`src/rtl/cfg_load_pkg.sv`:
```
`timescale 1ns/1ps
package cfg_load_pkg;
  typedef enum logic [2:0] {
    PH_INIT = 3'd0,
    PH_SCAN = 3'd1,
    PH_LOAD = 3'd2,
    PH_USER = 3'd3,
    PH_HALT = 3'd4
  } phase_t;

  typedef struct packed {
    logic scanEn;
    logic passEn;
    logic latchMode;
  } ctl_strobe_t;

  localparam logic [7:0] SYNC_FIRST  = 8'hBD;
  localparam logic [7:0] SYNC_SECOND = 8'hB3;
endpackage

```
`src/rtl/cfg_load_ctl.sv`:
```
`timescale 1ns/1ps
module cfg_load_ctl
  import cfg_load_pkg::*;
#(
  parameter int INIT_CYCLES = 16
) (
  input  logic        clk,
  input  logic        rstN,
  input  logic        progReqN,
  input  logic        refreshCmd,
  input  logic        syncHit,
  input  logic        crcErr,
  input  logic        dataEnd,
  output ctl_strobe_t ctl,
  output logic        initOut,
  output logic        doneOut
);
  localparam int CNT_W = (INIT_CYCLES < 2) ? 1 : $clog2(INIT_CYCLES);
  localparam logic [CNT_W-1:0] CNT_LAST = CNT_W'(INIT_CYCLES - 1);

  phase_t          phase, phaseNext;
  logic [CNT_W-1:0] initCnt;
  logic            trigger;
  logic            initDone;

  assign trigger  = !progReqN || refreshCmd;
  assign initDone = (phase == PH_INIT) && (initCnt == CNT_LAST);

  always_comb begin
    phaseNext = phase;
    if (trigger) begin
      phaseNext = PH_INIT;
    end else begin
      unique case (phase)
        PH_INIT: if (initDone) phaseNext = PH_SCAN;
        PH_SCAN: if (syncHit) phaseNext = PH_LOAD;
        PH_LOAD: begin
          if (crcErr)       phaseNext = PH_HALT;
          else if (dataEnd) phaseNext = PH_USER;
        end
        PH_USER: phaseNext = PH_USER;
        PH_HALT: phaseNext = PH_HALT;
        default: phaseNext = PH_INIT;
      endcase
    end
  end

  always_ff @(posedge clk or negedge rstN) begin
    if (!rstN) begin
      phase   <= PH_INIT;
      initCnt <= '0;
    end else begin
      phase <= phaseNext;
      if (trigger || phase != PH_INIT) initCnt <= '0;
      else if (!initDone)              initCnt <= initCnt + 1'b1;
    end
  end

  always_comb begin
    ctl.scanEn    = (phase == PH_SCAN);
    ctl.passEn    = (phase == PH_LOAD);
    ctl.latchMode = initDone && !trigger;
  end

  assign initOut = (phase == PH_SCAN) || (phase == PH_LOAD) || (phase == PH_USER);
  assign doneOut = (phase == PH_USER);
endmodule

```
`src/rtl/cfg_load_dp.sv`:
```
`timescale 1ns/1ps
module cfg_load_dp
  import cfg_load_pkg::*;
#(
  parameter int BYTE_W = 8,
  parameter int MODE_W = 3
) (
  input  logic              clk,
  input  logic              rstN,
  input  ctl_strobe_t       ctl,
  input  logic [MODE_W-1:0] modePins,
  input  logic [BYTE_W-1:0] dataByte,
  input  logic              dataValid,
  output logic              syncHit,
  output logic [MODE_W-1:0] modeLatched,
  output logic [BYTE_W-1:0] cfgData,
  output logic              cfgDataValid
);
  localparam logic [BYTE_W-1:0] FIRST_W  = BYTE_W'(SYNC_FIRST);
  localparam logic [BYTE_W-1:0] SECOND_W = BYTE_W'(SYNC_SECOND);

  logic syncArmed;
  logic isFirst, isSecond;

  assign isFirst  = (dataByte == FIRST_W);
  assign isSecond = (dataByte == SECOND_W);

  always_ff @(posedge clk or negedge rstN) begin
    if (!rstN) begin
      syncArmed <= 1'b0;
    end else if (!ctl.scanEn) begin
      syncArmed <= 1'b0;
    end else if (dataValid) begin
      syncArmed <= isFirst;
    end
  end

  assign syncHit = ctl.scanEn && dataValid && syncArmed && isSecond;

  always_ff @(posedge clk or negedge rstN) begin
    if (!rstN)              modeLatched <= '0;
    else if (ctl.latchMode) modeLatched <= modePins;
  end

  assign cfgData      = dataByte;
  assign cfgDataValid = ctl.passEn && dataValid;
endmodule

```
`src/rtl/cfg_load_ctrl.sv`:
```
`timescale 1ns/1ps
module cfg_load_ctrl
  import cfg_load_pkg::*;
#(
  parameter int INIT_CYCLES = 16,
  parameter int BYTE_W      = 8,
  parameter int MODE_W      = 3
) (
  input  logic              clk,
  input  logic              rstN,
  input  logic              progReqN,
  input  logic              refreshCmd,
  input  logic [MODE_W-1:0] modePins,
  input  logic [BYTE_W-1:0] dataByte,
  input  logic              dataValid,
  input  logic              crcErr,
  input  logic              dataEnd,
  output logic              initOut,
  output logic              doneOut,
  output logic [MODE_W-1:0] modeLatched,
  output logic [BYTE_W-1:0] cfgData,
  output logic              cfgDataValid
);
  ctl_strobe_t ctl;
  logic        syncHit;

  cfg_load_ctl #(.INIT_CYCLES(INIT_CYCLES)) ctl_i (
    .clk(clk), .rstN(rstN), .progReqN(progReqN), .refreshCmd(refreshCmd),
    .syncHit(syncHit), .crcErr(crcErr), .dataEnd(dataEnd),
    .ctl(ctl), .initOut(initOut), .doneOut(doneOut)
  );

  cfg_load_dp #(.BYTE_W(BYTE_W), .MODE_W(MODE_W)) dp_i (
    .clk(clk), .rstN(rstN), .ctl(ctl), .modePins(modePins),
    .dataByte(dataByte), .dataValid(dataValid), .syncHit(syncHit),
    .modeLatched(modeLatched), .cfgData(cfgData), .cfgDataValid(cfgDataValid)
  );
endmodule

```
`config.mk`:
```
export PLATFORM = sky130hd
export DESIGN_NAME = cfg_load_ctrl
export DESIGN_NICKNAME = d
export VERILOG_FILES = /design/src/rtl/cfg_load_pkg.sv /design/src/rtl/cfg_load_ctl.sv /design/src/rtl/cfg_load_dp.sv /design/src/rtl/cfg_load_ctrl.sv
export SDC_FILE = /design/constraint.sdc
export NUM_CORES = 1
export LEC_CHECK = 0
export BUFFER_PORTS_ARGS = -buffer_cell sky130_fd_sc_hd__buf_2
export CAP_MARGIN = 20
export CORE_AREA = 2 2 42 44
export CTS_BUF_LIST = sky130_fd_sc_hd__clkbuf_2
export DETAILED_ROUTE_END_ITERATION = 8
export DIE_AREA = 0 0 44 46
export PLACE_DENSITY_LB_ADDON = 0.1
export SLEW_MARGIN = 20
export SYNTH_ARGS = -nofsm -noshare
export SYNTH_HDL_FRONTEND = slang
export SYNTH_SLANG_ARGS = --single-unit
```
`constraint.sdc`:
```
create_clock -name clk -period 2.06 [get_ports clk]
set_clock_uncertainty 0.05 [all_clocks]
set_input_delay 0.309 -clock clk [delete_from_list [all_inputs] [get_ports clk]]
set_output_delay 0.309 -clock clk [all_outputs]
set_load 0.05 [all_outputs]
```
==> out/summary.txt, run 1 <==
Synthesis-to-finish area growth = 19.6%
Fill count = 160
Setup TNS = 0 ps
Number of DRC markers in iteration 0 = 8
Synthesized area = 689 um2
Min Hold Slack = 228 ps
Vias in the first global route = 490
#FFs+latches synth = 11
Worst R2R End = dp_i.modeLatched[0]
Fmax = 604 MHz
CP max FO = 8
Clock-pin slew on the worst setup and hold paths = 110 ps
Final Hold Viols = 0
Worst-Margin Slew = 275 ps
Worst Path Arrival = 1300 ps
Worst Hold Class = in2reg
TritonCTS clock tree = built
Tcrit/Tclk final = 0.803
DR vias/cell = 5.13
Ports = 32
CTS Sinks = 11
Reg2Reg Launch Point = ctl_i.initCnt[0]
Register Area = 275 um2
Cell variety after synth = 32
Die width = 44 um
Setup crit end kind = primary output
Crit-path slowest cell = dfrtp_1
Largest net degree at the start of global routing = 12
Routed WL per cell = 11.8 um
Cells after Synth = 64
CP Buf/Inv Count = 1
Global-route wire length before repair = 2000 um
TritonCTS Buffers = 3
GRT Overall Usage = 0.140
Diode count = 0
First-pass DRT Iterations = 2
Maxcap violations = 0
Vias = 549
Sequential area share after synthesis = 0.399
Critical-path cell list = and4bb_2 -> buf_2
Starting Density = 0.427
Critical path depth = 2
Static leakage = 0.441 nW
Final WL = 1260 um
Layout cell share with drive strength beyond 1 = 0.489
Status = finished, final reports clean
Power Density = 509 nW/um2
PortBufs = 31
R2R depth = 4
Post-layout util = 0.511
Area of the multi-input gates = 339 um2
Synth warn = 0
Commonest non-fill, non-tap cell in the layout = buf_2
Initial antenna violation count = 0
RSZ-0062 raised after global routing = false
CP top delay family = flip-flops
Crit path from = ctl_i.phase[0]
Mean Syn Cell Area = 10.8 um2
Worst path max stage delay = 480 ps
Min Clock Period, post-route = 1650 ps
DR DRC count = 0
Relative slew slack = 0.816
GPL Wtd Cong = 0.765
# nets final = 110
Row Count = 15
Clock Path Buffers = 2
FF-to-FF setup slack = 520 ps
Latest clock arrival within the worst-skew pair = 250 ps
Commonest cells after routing, fill and taps aside = buf_2, dfrtp_1, nor2_1
Final antenna-violating net count = 0
# resized after CTS = 0
Max-slew violations = 0
CTS HTree Levels = 1
Crit path kind = reg2out
CP Data Required Time = 1700 ps
Post-CTS Setup Bufs = 0
Synth Net Count = 83
Setup-failing EPs final = 0
Area of the core = 1610 um2
Die ar. = 2020 um2
CP Capture Point = cfgDataValid
Root buffer cell = clkbuf_2
Die H = 46 um
Total grt overflow = 0
CP Launch Type = flip-flop
Max IR drop VDD = 0.227 mV
[logic make-up (layout without fill, tap and decap cells)]
kind of cell	after synthesis	count (layout)	share of synthesized area
mux	4	4	0.0799
buf+inv	11	37	0.109
flops	11	11	0.399
compound gates	7	7	0.0853
fa+ha+maj	1	1	0.0181
xor+xnor	1	1	0.0127
simple gates	29	29	0.296
[where the power goes]
part | total [mW] | switching [mW] | internal (mW)
Sequential | 0.220 | 0.00211 | 0.218
Combinational | 0.0762 | 0.0506 | 0.0257
Clock | 0.124 | 0.0722 | 0.0515
[synthesized netlist by cell type (all sizes together)]
master / number / share of area
nand4b: 1 / 0.013
mux2i: 1 / 0.015
a211oi: 1 / 0.011
and4bb: 1 / 0.018
o31ai: 1 / 0.011
and3: 1 / 0.0091
nand2b: 1 / 0.0091
dfrtp: 11 / 0.40
and3b: 1 / 0.015
buf: 9 / 0.098
o221a: 1 / 0.016
a221oi: 1 / 0.013
nor3: 3 / 0.022
nand3: 2 / 0.033
inv: 1 / 0.0054
nor3b: 3 / 0.049
o32a: 1 / 0.015
o21bai: 1 / 0.011
xor2: 1 / 0.013
nand3b: 2 / 0.022
nand4bb: 1 / 0.016
mux2: 3 / 0.065
a31oi: 1 / 0.0091
or2b: 1 / 0.011
nand2: 3 / 0.016
nor2: 6 / 0.036
ha: 1 / 0.018
nor2b: 3 / 0.027
clkbuf: 1 / 0.0054
[cell type report]
type                            instances  area share
Sequential cell                        11       0.334
Clock buffer                            4      0.0243
Timing Repair Buffer                   32       0.200
Tap cell                               17      0.0258
Multi-Input combinational cell         42       0.411
Inverter                                1     0.00455
[what timing repair did]
action / 4_1_cts / 5_1_grt
endpoints found under the setup margin: 0 / 0
hold endpoints to repair: 11 / 0
hold buffers: 1 / 0
[flip-flops by register name (all words and copies together) (netlist names)]
register          flops
ctl_i.phase           3
dp_i.modeLatched      3
dp_i.syncArmed        1
ctl_i.initCnt         4
[stage by stage]
step	worst slack (ps)	instances	power, mW	cell area, um2
after detailed placement	543	102	0.299	795
after floorplan	406	64	0.278	689
after global placement	572	102	0.299	795
after CTS	376	107	0.430	825
final	405	107	0.420	825
after global routing	313	107	0.448	825
[metal layers]
layer	vias up	GRT usage	wire (um)
met4	0	0.0545	0
met3	0	0.0595	91
met5	-	0	0
met2	17	0.226	631
met1	258	0.164	540
li1	274	-	-
[worst min path at each step]
stage	startpoint	slack [ps]	depth (start not counted)	end
6_report	modePins[0]	230	2	dp_i.modeLatched[0]
2_1_floorplan	rstN	-40	0	ctl_i.initCnt[0]
3_5_place_dp	rstN	140	1	dp_i.modeLatched[0]
3_3_place_gp	rstN	140	1	dp_i.modeLatched[0]
4_1_cts	modePins[2]	210	2	dp_i.modeLatched[2]
5_1_grt	modePins[1]	190	2	dp_i.modeLatched[1]
Power figures use the tool's default switching activity.
==> run 2, diff against run 1 <==
==> constraint.sdc (replaced) <==
create_clock -name clk -period 1.6 [get_ports clk]
set_clock_uncertainty 0.05 [all_clocks]
set_input_delay 0.24 -clock clk [delete_from_list [all_inputs] [get_ports clk]]
set_output_delay 0.24 -clock clk [all_outputs]
set_load 0.05 [all_outputs]
==> out/summary.txt, run 2 (synthesis results as in run 1) <==
Status = finished, final reports clean
Number of flip-flops in the largest register = 4 (unchanged)
Vias in the first global route = 496 (+1.2%)
Max IR drop VDD = 0.406 mV (+79%)
Clock-pin slew on the worst setup and hold paths = 110 ps (about the same)
Worst Hold Class = in2reg
Worst path max stage delay = 480 ps (about the same)
Largest Register = ctl_i.initCnt
Row Count = 15 (unchanged)
Fmax = 653 MHz
DR DRC count = 0 (unchanged)
Layout cell share with drive strength beyond 1 = 0.511 (+0.0222)
Latest clock arrival within the worst-skew pair = 260 ps (about the same)
Final setup margin = 67.8 ps (-337 ps)
Initial antenna violation count = 0 (unchanged)
Hold Path Stages = 2 (unchanged)
Worst-Margin Slew = 284 ps (+8.94 ps)
HP Start = modePins[1]
Worst Path Arrival = 1240 ps (-60 ps)
Final antenna-violating net count = 0 (unchanged)
Area of the core = 1610 um2 (unchanged)
Commonest cells after routing, fill and taps aside = buf_2, dfrtp_1, nor2_1
Post-CTS Setup Bufs = 0 (unchanged)
Clock Path Buffers = 2 (unchanged)
Diode count = 0 (unchanged)
TritonCTS Buffers = 3 (unchanged)
Reg2Reg Launch Point = ctl_i.initCnt[0]
GRT Overall Usage = 0.139 (-0.000717)
Crit path kind = reg2out
Starting Density = 0.427 (unchanged)
Crit path from = ctl_i.phase[0]
Power Density = 645 nW/um2 (+27%)
Static leakage = 0.440 nW (about the same)
Biggest regs = ctl_i.initCnt: 4 flops, ctl_i.phase: 3 flops, dp_i.modeLatched: 3 flops
CP Data Required Time = 1310 ps (-390 ps)
R2R depth = 4 (unchanged)
# nets final = 110 (unchanged)
CTS HTree Levels = 1 (unchanged)
Root buffer cell = clkbuf_2
Post-layout util = 0.517 (+0.00620)
Die H = 46 um (unchanged)
Fill count = 157 (-1.9%)
GPL Wtd Cong = 0.819 (+7.1%)
First-pass DRT Iterations = 4 (+2)
Commonest non-fill, non-tap cell in the layout = buf_2
PortBufs = 31 (unchanged)
DR vias/cell = 5.10 (-0.55%)
CTS Sinks = 11 (unchanged)
RSZ-0062 raised after global routing = true
Synthesis-to-finish area growth = 21.1%
Relative slew slack = 0.809 (-0.00722)
Setup crit end kind = primary output
Vias = 546 (-0.55%)
Global-route wire length before repair = 2020 um (+1.0%)
Number of DRC markers in iteration 0 = 4 (-4)
Routed WL per cell = 11.9 um (+0.55%)
Place WS = 71.6 ps (-472 ps)
Final WL = 1270 um (+0.55%)
Ports = 32 (unchanged)
Largest net degree at the start of global routing = 12 (unchanged)
CP Launch Type = flip-flop
Max-slew violations = 0 (unchanged)
Critical-path cell list = and4bb_2 -> buf_4
Maxcap violations = 0 (unchanged)
TritonCTS clock tree = built
Die ar. = 2020 um2 (unchanged)
Total grt overflow = 0 (unchanged)
Crit-path slowest cell = dfrtp_1
Setup-failing EPs final = 0 (unchanged)
Final Hold Viols = 0 (unchanged)
CP max FO = 8 (unchanged)
Min Clock Period, post-route = 1530 ps
Tcrit/Tclk final = 0.958
Die width = 44 um (unchanged)
==> run 2: cell types whose count changed in the layout (fill, tap and decap cells not counted) <==
cell,before,now
buf_2,31,30
dfrtp_2,0,1
nor2_2,1,0
nor2_4,0,1
and3_1,1,0
and3_2,0,1
dfrtp_1,11,10
buf_4,0,1
==> run 2: critical path: cells and delay by family (launching register included) <==
kind | cells | cell delay [ps]
buffers and inverters | 1 | 190
flip-flops | 1 | 480
AND/OR/NAND/NOR | 1 | 320
==> run 2: area by class of cell <==
cell class | instances | area, um2 | area share
Multi-Input combinational cell | 42 | 345 | 0.414
Timing Repair Buffer | 32 | 168 | 0.201
Sequential cell | 11 | 277 | 0.331
Tap cell | 17 | 21.3 | 0.0255
Clock buffer | 4 | 20.0 | 0.0240
Inverter | 1 | 3.75 | 0.00450
==> run 2: through the flow <==
step,setup TNS [ps],hold slack (ps),power (mW),std cells,area (um2)
after global routing,-1.57,141,0.570,107,835
after CTS,0,141,0.550,107,827
after floorplan,0,-106,0.358,64,689
after detailed placement,0,74.1,0.386,102,795
final,0,156,0.538,107,835
after global placement,0,69.0,0.384,102,795
==> run 2: final timing paths <==
kind                                  endpoint  slack [ps]
setup / recovery                  cfgDataValid          70
hold / removal             dp_i.modeLatched[1]         160
setup reg to reg           dp_i.modeLatched[2]         120
hold reg to reg            dp_i.modeLatched[0]         470
max in group asynchronous       ctl_i.phase[1]         970
min in group asynchronous  dp_i.modeLatched[0]         310
==> run 2: what timing repair did <==
action / CTS / global route
gates resized for setup: 1 / 3
hold buffers: 1 / 0
endpoints found under the setup margin: 1 / 5
hold endpoints to repair: 11 / 0
==> run 2: where the power goes <==
group | switching [mW] | total (mW) | internal, mW
Combinational | 0.0649 | 0.0979 | 0.0331
Clock | 0.0912 | 0.158 | 0.0664
Sequential | 0.00265 | 0.283 | 0.280
Total | 0.159 | 0.538 | 0.380
==> run 2: per-layer routing <==
layer / up-vias / GRT usage / wire length, um / part of all wire
met2: 18 / 0.224 / 626 / 0.49
met1: 253 / 0.172 / 540 / 0.43
met4: 0 / 0.0364 / 0 / 0
met5: - / 0 / 0 / 0
met3: 0 / 0.0595 / 103 / 0.081
li1: 275 / - / - / -
==> run 3, diff against run 2 <==
--- a/config.mk
+++ b/config.mk
@@ -11,7 +11,8 @@
 export CTS_BUF_LIST = sky130_fd_sc_hd__clkbuf_2
 export DETAILED_ROUTE_END_ITERATION = 8
 export DIE_AREA = 0 0 44 46
-export PLACE_DENSITY_LB_ADDON = 0.1
+export PLACE_DENSITY = 0.76
+export SETUP_SLACK_MARGIN = 0.2
 export SLEW_MARGIN = 20
 export SYNTH_ARGS = -nofsm -noshare
 export SYNTH_HDL_FRONTEND = slang
==> out/summary.txt, run 3 (synthesis results as in run 1) <==
Total Power = 0.551 mW (+2.3%)
CP Data Required Time = 1310 ps (about the same)
Root buffer cell = clkbuf_2
Initial antenna violation count = 0 (unchanged)
Min Clock Period, post-route = 1490 ps (-46.6 ps)
Dpl cells = 103 (+0.98%)
Synthesis-to-finish area growth = 31.0%
Die ar. = 2020 um2 (unchanged)
# nets final = 115 (+4.5%)
Latest clock arrival within the worst-skew pair = 250 ps (about the same)
Min Hold Slack = 161 ps (+5.52 ps)
Number of flip-flops in the largest register = 4 (unchanged)
Max IR drop VDD = 0.394 mV (-2.8%)
Status = finished, final reports clean
Final WL = 1450 um (+14%)
Tcrit/Tclk final = 0.928 (-0.0292)
Largest Register = ctl_i.initCnt
Die H = 46 um (unchanged)
Setup-failing EPs final = 0 (unchanged)
Area of the multi-input gates = 364 um2 (+5.4%)
Pint = 0.385 mW (+1.5%)
DR vias/cell = 5.12 (+0.26%)
Final antenna-violating net count = 0 (unchanged)
CTS HTree Levels = 1 (unchanged)
Crit path kind = reg2out
Worst Hold Class = in2reg
Dpl hpwl = 1130 um
CTS Sinks = 11 (unchanged)
Fmax = 673 MHz (+3.1%)
M2 GR Usage = 0.279 (+0.0559)
Row Count = 15 (unchanged)
Fill count = 151 (-3.8%)
Sw Ratio = 0.300 (+0.00545)
Comb pwr share = 0.196 (+0.014)
Clock Path Buffers = 2 (unchanged)
Clock-pin slew on the worst setup and hold paths = 110 ps (about the same)
Commonest cells after routing, fill and taps aside = buf_2, dfrtp_1, buf_4
Ports = 32 (unchanged)
Register Area = 279 um2 (+0.91%)
PortBufs = 31 (unchanged)
GPL Wtd Cong = 0.750 (-8.5%)
Clock power frac = 0.290 (-0.003)
Biggest regs = ctl_i.initCnt: 4 flops, ctl_i.phase: 3 flops, dp_i.modeLatched: 3 flops
Global routing's busiest layer = met2
Maxcap violations = 0 (unchanged)
Die width = 44 um (unchanged)
Worst-Margin Slew = 269 ps (-14.6 ps)
Number of DRC markers in iteration 0 = 6 (+2)
Final Hold Viols = 0 (unchanged)
Static leakage = 0.461 nW (+4.7%)
CP Launch Type = flip-flop
Final setup margin = 114 ps (+46.6 ps)
Psw = 0.165 mW (+4.2%)
Routed WL per cell = 12.9 um (+8.8%)
Area of the core = 1610 um2 (unchanged)
Largest net degree at the start of global routing = 12 (unchanged)
DR DRC count = 0 (unchanged)
CP max FO = 6 (-2)
Sequential share of power = 0.514 (-0.011)
Setup TNS = 0 ps (unchanged)
Diode count = 0 (unchanged)
Place WS = 119 ps (+47.1 ps)
RSZ-0062 raised after global routing = true
Layout cell share with drive strength beyond 1 = 0.579 (+0.0678)
Met3 Use GR = 0.0437 (-0.0159)
Total grt overflow = 0 (unchanged)
TritonCTS Buffers = 3 (unchanged)
Max-slew violations = 0 (unchanged)
Power Density = 610 nW/um2 (-5.5%)
Vias in the first global route = 549 (+11%)
Relative slew slack = 0.819 (+0.00982)
TritonCTS clock tree = built
Vias = 573 (+4.9%)
Starting Density = 0.427 (unchanged)
First-pass DRT Iterations = 5 (+1)
Commonest non-fill, non-tap cell in the layout = buf_2
Worst Path Arrival = 1200 ps (-40 ps)
Non-filler cells in the finished layout = 112 (+4.7%)
Global-route wire length before repair = 2150 um (+6.5%)
GRT Overall Usage = 0.149 (+0.00976)
Setup crit end kind = primary output
Met1 GRT Util = 0.152 (-0.0204)
[run 3: changes by cell type in the layout (fill, tap and decap cells not counted)]
cell	change
dfrtp_1	-2
ha_4	+1
nor2_1	-1
ha_1	-1
dfrtp_2	+2
buf_6	+2
buf_2	-1
and3_4	+1
buf_4	+4
and3_2	-1
nor2_2	+1
[run 3: final cells by class]
| type | instances | share of cell area |
|---|---|---|
| tap | 17 | 0.0235 |
| sequential | 11 | 0.309 |
| clock buffer | 4 | 0.0222 |
| timing repair buffer | 37 | 0.238 |
| multi-input combinational | 42 | 0.403 |
| inverter | 1 | 0.00416 |
[run 3: routing by layer]
| metal | wire length (um) | vias to the layer above | part of all wire |
|---|---|---|---|
| met2 | 845 | 15 | 0.58 |
| met1 | 536 | 275 | 0.37 |
| met5 | 0 | - | 0 |
| met4 | 0 | 0 | 0 |
| met3 | 65 | 0 | 0.045 |
| li1 | - | 283 | - |
[run 3: path summary, 6_finish.rpt]
path / start / endpoint / slack (ps) / cells past startpoint
worst max-delay path: ctl_i.phase[0] / cfgDataValid / 110 / 2
worst min-delay path: modePins[0] / dp_i.modeLatched[0] / 160 / 2
worst max register to register: ctl_i.initCnt[1] / ctl_i.phase[0] / 230 / 5
worst min register to register: dp_i.modeLatched[2] / dp_i.modeLatched[2] / 470 / 1
max in group asynchronous: rstN / ctl_i.phase[0] / 950 / 2
min in group asynchronous: rstN / ctl_i.phase[1] / 330 / 2
[run 3: repair_timing]
item,4_1_cts,5_1_grt
buffers inserted,2,2
endpoints found under the hold margin,11,0
setup endpoints to repair,9,8
resized for setup,8,2
hold buffers,1,0
pin swaps,1,2
[run 3: power by group through the flow]
stage / combinational (mW) / sequential, mW / clock [mW]
floorplan: 0.0701 / 0.288 / 0
global placement: 0.0960 / 0.288 / 0
detailed placement: 0.0988 / 0.289 / 0
CTS: 0.106 / 0.282 / 0.164
global route: 0.117 / 0.283 / 0.178
finish: 0.108 / 0.283 / 0.160
[run 3: critical path: stages (launching register included)]
cell and delay, ps:
dfrtp_2 470, and4bb_2 320, buf_6 150
[run 3: stage by stage]
stage / utilization / area (um2)
global placement: 0.500 / 807
finish: 0.560 / 903
detailed placement: 0.500 / 807
CTS: 0.541 / 873
global route: 0.560 / 903
floorplan: - / 698
